--- config.mk ---
export PLATFORM = sky130hd
export DESIGN_NAME = burst_laser_gate
export DESIGN_NICKNAME = d
export VERILOG_FILES = /design/src/rtl/burst_laser_gate.sv
export SDC_FILE = /design/constraint.sdc
export NUM_CORES = 1
export LEC_CHECK = 0
export BUFFER_PORTS_ARGS = -buffer_cell sky130_fd_sc_hd__buf_2
export CORE_MARGIN = 1
export CORE_UTILIZATION = 35
export CTS_BUF_LIST = sky130_fd_sc_hd__clkbuf_4
export DETAILED_ROUTE_END_ITERATION = 8
export GPL_TIMING_DRIVEN = 1
export PLACE_DENSITY_LB_ADDON = 0.1
export REMOVE_ABC_BUFFERS = 1
export SLEW_MARGIN = 40
export SYNTH_ARGS = -nofsm -noshare
export SYNTH_HDL_FRONTEND = slang
export SYNTH_SLANG_ARGS = --single-unit
--- constraint.sdc ---
create_clock -name clk -period 2.1 [get_ports clk]
set_clock_uncertainty 0.05 [all_clocks]
set_input_delay 0.42 -clock clk [delete_from_list [all_inputs] [get_ports clk]]
set_output_delay 0.42 -clock clk [all_outputs]
set_load 0.005 [all_outputs]
--- src/rtl/burst_laser_gate.sv ---
`timescale 1ns/1ps
module burst_laser_gate #(
  parameter int          LEAD_BLOCKS  = 16,
  parameter int          OFF_HOLD     = 32,
  parameter logic [65:0] SYNC_PATTERN = {2'b01, 64'hD5D5_A3A3_5C5C_2B2B}
) (
  input  logic        clk,
  input  logic        rst,
  input  logic        in_valid,
  input  logic [65:0] in_block,
  output logic        out_valid,
  output logic [65:0] out_block,
  output logic        laser_on
);
  localparam int          L        = LEAD_BLOCKS;
  localparam int          HOLD_W   = $clog2(OFF_HOLD + 2);
  localparam logic [65:0] IDLE_BLK = {2'b10, 8'h1E, 56'd0};

  logic [65:0]       dl_blk [L];
  logic [L-1:0]      dl_vld;
  logic [L-1:0]      dl_act;
  logic [HOLD_W-1:0] hold_cnt;
  logic              lead;

  wire in_act   = in_valid && (in_block != IDLE_BLK);
  wire tail_act = dl_act[L-1];
  wire sub_sel  = lead && dl_vld[L-1] && !tail_act && !dl_act[L-2];

  always_ff @(posedge clk) begin
    if (rst) begin
      for (int i = 0; i < L; i++) dl_blk[i] <= IDLE_BLK;
      dl_vld    <= '0;
      dl_act    <= '0;
      out_valid <= 1'b0;
      out_block <= IDLE_BLK;
      laser_on  <= 1'b0;
      hold_cnt  <= '0;
      lead      <= 1'b0;
    end else begin
      dl_blk[0] <= in_block;
      for (int i = 1; i < L; i++) dl_blk[i] <= dl_blk[i-1];
      dl_vld    <= {dl_vld[L-2:0], in_valid};
      dl_act    <= {dl_act[L-2:0], in_act};
      out_valid <= dl_vld[L-1];
      out_block <= sub_sel ? SYNC_PATTERN : dl_blk[L-1];

      if (in_act || (|dl_act)) begin
        laser_on <= 1'b1;
        hold_cnt <= HOLD_W'(OFF_HOLD);
      end else if (hold_cnt != '0) begin
        hold_cnt <= hold_cnt - 1'b1;
      end else begin
        laser_on <= 1'b0;
      end

      if (in_act && !laser_on) lead <= 1'b1;
      else if (tail_act)       lead <= 1'b0;
    end
  end
endmodule

==> flow_summary_export.csv <==
group,metric,value,unit
worst_setup_path,reg2regPathDepth,5,
clocking,insertion_delay,1.09,ns
floorplanning,start_util,35.6,%
power,pwr-share-comb,2.4,%
finish,n_fill_cell,8437,
finish,mostFrequentLayoutCells,"1138 x dfxtp_1, 1009 x nor2b_1, 452 x clkbuf_4",
synth,syn_avg_cell_area,12.3,um^2
timing,final-max-slew-violation-count,0,
worst_setup_path,worstPathArrival,1.53,ns
timing,post-route-period-util,95.2,%
timing,fmax,0.500,GHz
route,first_pass_iters,4,
synth,ys_types,32,
global_routing,antenna_found_initial,7,
floorplanning,die_x,303,um
placed_design,io_buffers,136,
finish,area_growth,23.8,%
power,p_leak,15.9,nW
floorplanning,core,88900,um^2
global_routing,grt_remaining_overflow,0,
worst_setup_path,worst_setup_path_end_kind,"output port",
worst_setup_path,startpoint,"laser_on",
worst_setup_path,cp_top_family,"flip-flops",
worst_setup_path,crit_cells,1,
route,wirelength,49400,um
timing,setup-violations-final,0,
worst_setup_path,critPathCapture,"laser_on",
power,irDropWorstVdd,480,uV
worst_setup_path,path_cells,"buf_6",
worst_setup_path,worstPathRequired,1.63,ns
placed_design,globalplace.congestion,0.772,
placed_design,post-place-ws,-0.255,ns
floorplanning,die_area,91500,um^2
global_routing,grtUsageTotal,11.2,%
clocking,clock_sinks,1163,
timing,slew_headroom,57.6,%
timing,rsz0062_at_grt,"true",
floorplanning,rows,109,
route,drt_iter0_drc,541,
worst_setup_path,ff2ff_setup_slack,0.49,ns
route,antenna_left,0,
synth,synthesis.area,31600,um^2
synth,yosysWarnings,0,
power,intPower,33.6,mW
finish,layout_commonest_cell,"dfxtp_1",
worst_setup_path,slowest_stage,"dfxtp_2",
timing,hold_viol,0,
clocking,htree_levels,5,
synth,ys_ff_latch,1163,
finish,final-seq-area,23300,um^2
finish,drive_gt1_share,23.4,%
power,switching_share,20.8,%
finish,multi_input_area,7850,um^2
status,status,"completed",
clocking,tritoncts,"built",
worst_setup_path,crit_fanout,2,
timing,fin_crit,2.00,ns
power,p_clk_share,44.9,%
route,avgViaCountPerCell,3.92,
global_routing,grt_max_degree,163,
power,power_density,1080,nW/um^2
timing,hold_slack,0.171,ns
worst_setup_path,r2r-start,"dl_act[14]",
global_routing,grt_first_pass_wirelength,82600,um
timing,worst_slew_pin_slew,0.636,ns
synth,seq_area_frac_synth,73.6,%
hold_path,min_path_type,"input port to flop",
placed_design,hpwl,24900,um
worst_setup_path,startpoint_type,"flop",
clocking,clk_pin_slew,0.06,ns
run,max_cap_violations,0,
power,p_sw,8.82,mW
route,vias,17400,
timing,final.setup.tns,0,ns
finish,nets,3136,
clocking,clockBufferDepth,4,
synth,postSynthCellCount,2562,
worst_setup_path,cpPeakStageDelay,0.34,ns
route,wl_per_cell,11.2,um
worst_setup_path,criticalPathCategory,"flop to output port",
clocking,cts_root_buffer,"clkbuf_4",
timing,fin_ws,0.101,ns
floorplanning,pin_count,137,
worst_setup_path,cp.buffers_inverters,1,
route,drc,0,
clocking,cts_made_buffers,316,
floorplanning,die_h,303,um
worst_setup_path,r2r-end,"hold_cnt[1]",
global_routing,grt_pass1_vias,18000,
power,seqPwrFrac,52.7,%
cell usage after synthesis, drive strengths merged:
cell type | instances | share of area, %
nand4 | 5 | 0.12
nor4bb | 1 | 0.032
or3b | 1 | 0.028
a21o | 3 | 0.071
mux2 | 1 | 0.036
nor2 | 77 | 0.91
and2 | 28 | 0.55
inv | 2 | 0.024
and4 | 1 | 0.028
nor4b | 6 | 0.17
a211oi | 1 | 0.024
buf | 4 | 0.063
nor2b | 1009 | 20
xnor2 | 3 | 0.083
nand2b | 1 | 0.020
clkbuf | 127 | 1.5
nor4 | 22 | 0.62
o41ai | 2 | 0.079
dfxtp | 1163 | 74
nand3 | 3 | 0.047
or2 | 80 | 1.6
a21oi | 6 | 0.11
nand2 | 5 | 0.059
ha | 1 | 0.040
nor3 | 6 | 0.095
nor3b | 1 | 0.040
or3 | 3 | 0.059
flip-flops by register name, indices dropped and copies added (netlist names):
name,count
dl_blk,1056
out_block,66
dl_act,16
dl_vld,16
hold_cnt,6
laser_on,1
lead,1
out_valid,1
power by group through the flow:
stage                     sequential, mW  clock (mW)  combinational [mW]
after floorplan                     22.8           0               0.231
after global placement              22.8           0               0.782
after detailed placement            22.8           0               0.800
after CTS                           22.3        20.1                1.01
after global routing                22.3        21.4                1.11
final                               22.3        19.1                1.00
layer usage:
metal	GRT usage [%]	part of all wire, %
met1	12.0	43
met5	0	0.034
met3	3.90	4.8
met2	18.2	48
met4	8.36	4.1
worst register-to-register path: cells and delay by family (launching register included):
kind / cells / cell delay (ns)
AOI/OAI and AO/OA: 2 / 0.34
DFF: 1 / 0.35
and+or+nand+nor: 3 / 0.79
cells by family after synthesis:
logic type | count (synthesis) | share of synthesized area [%]
compound gates | 12 | 0.281
xor+xnor | 3 | 0.0831
fa+ha+maj | 1 | 0.0396
buf+inv | 133 | 1.59
flops | 1163 | 73.6
mux | 1 | 0.0356
simple gates | 1249 | 24.3
worst min path at each step:
stage,startpoint,endpoint,depth (start not counted)
6_report,in_block[65],dl_blk[0][65],3
5_1_grt,in_valid,dl_act[0],4
4_1_cts,in_valid,dl_act[0],4
3_5_place_dp,dl_blk[0][256],dl_blk[0][322],1
3_3_place_gp,dl_blk[1][453],dl_blk[1][519],1
2_1_floorplan,dl_blk[0][57],dl_blk[0][123],1
metrics by stage:
step	power, mW	utilization [%]	cells	instance area [um^2]
CTS	43.4	43.9	4410	39000
floorplan	23.0	-	2431	31100
detailed placement	23.6	37.9	3765	33700
finish	42.4	44.0	4423	39100
global placement	23.6	37.9	3765	33700
global route	44.8	44.0	4420	39100
layout make-up:
cell class	count	share of cell area, %
antenna	13	0.0831
multi-input combinational	1266	20.1
inverter	2	0.0192
timing repair buffer	317	6.80
clock buffer	452	8.67
clock inverter	45	1.06
tap	1165	3.72
sequential	1163	59.6
timing repair:
action	CTS	global route
resized for setup	22	21
gates cloned	0	0
endpoints found under the setup margin	60	38
hold buffers	147	0
hold endpoints to repair	1016	0
buffers inserted	1	0
(Power assumes the default switching activity.)
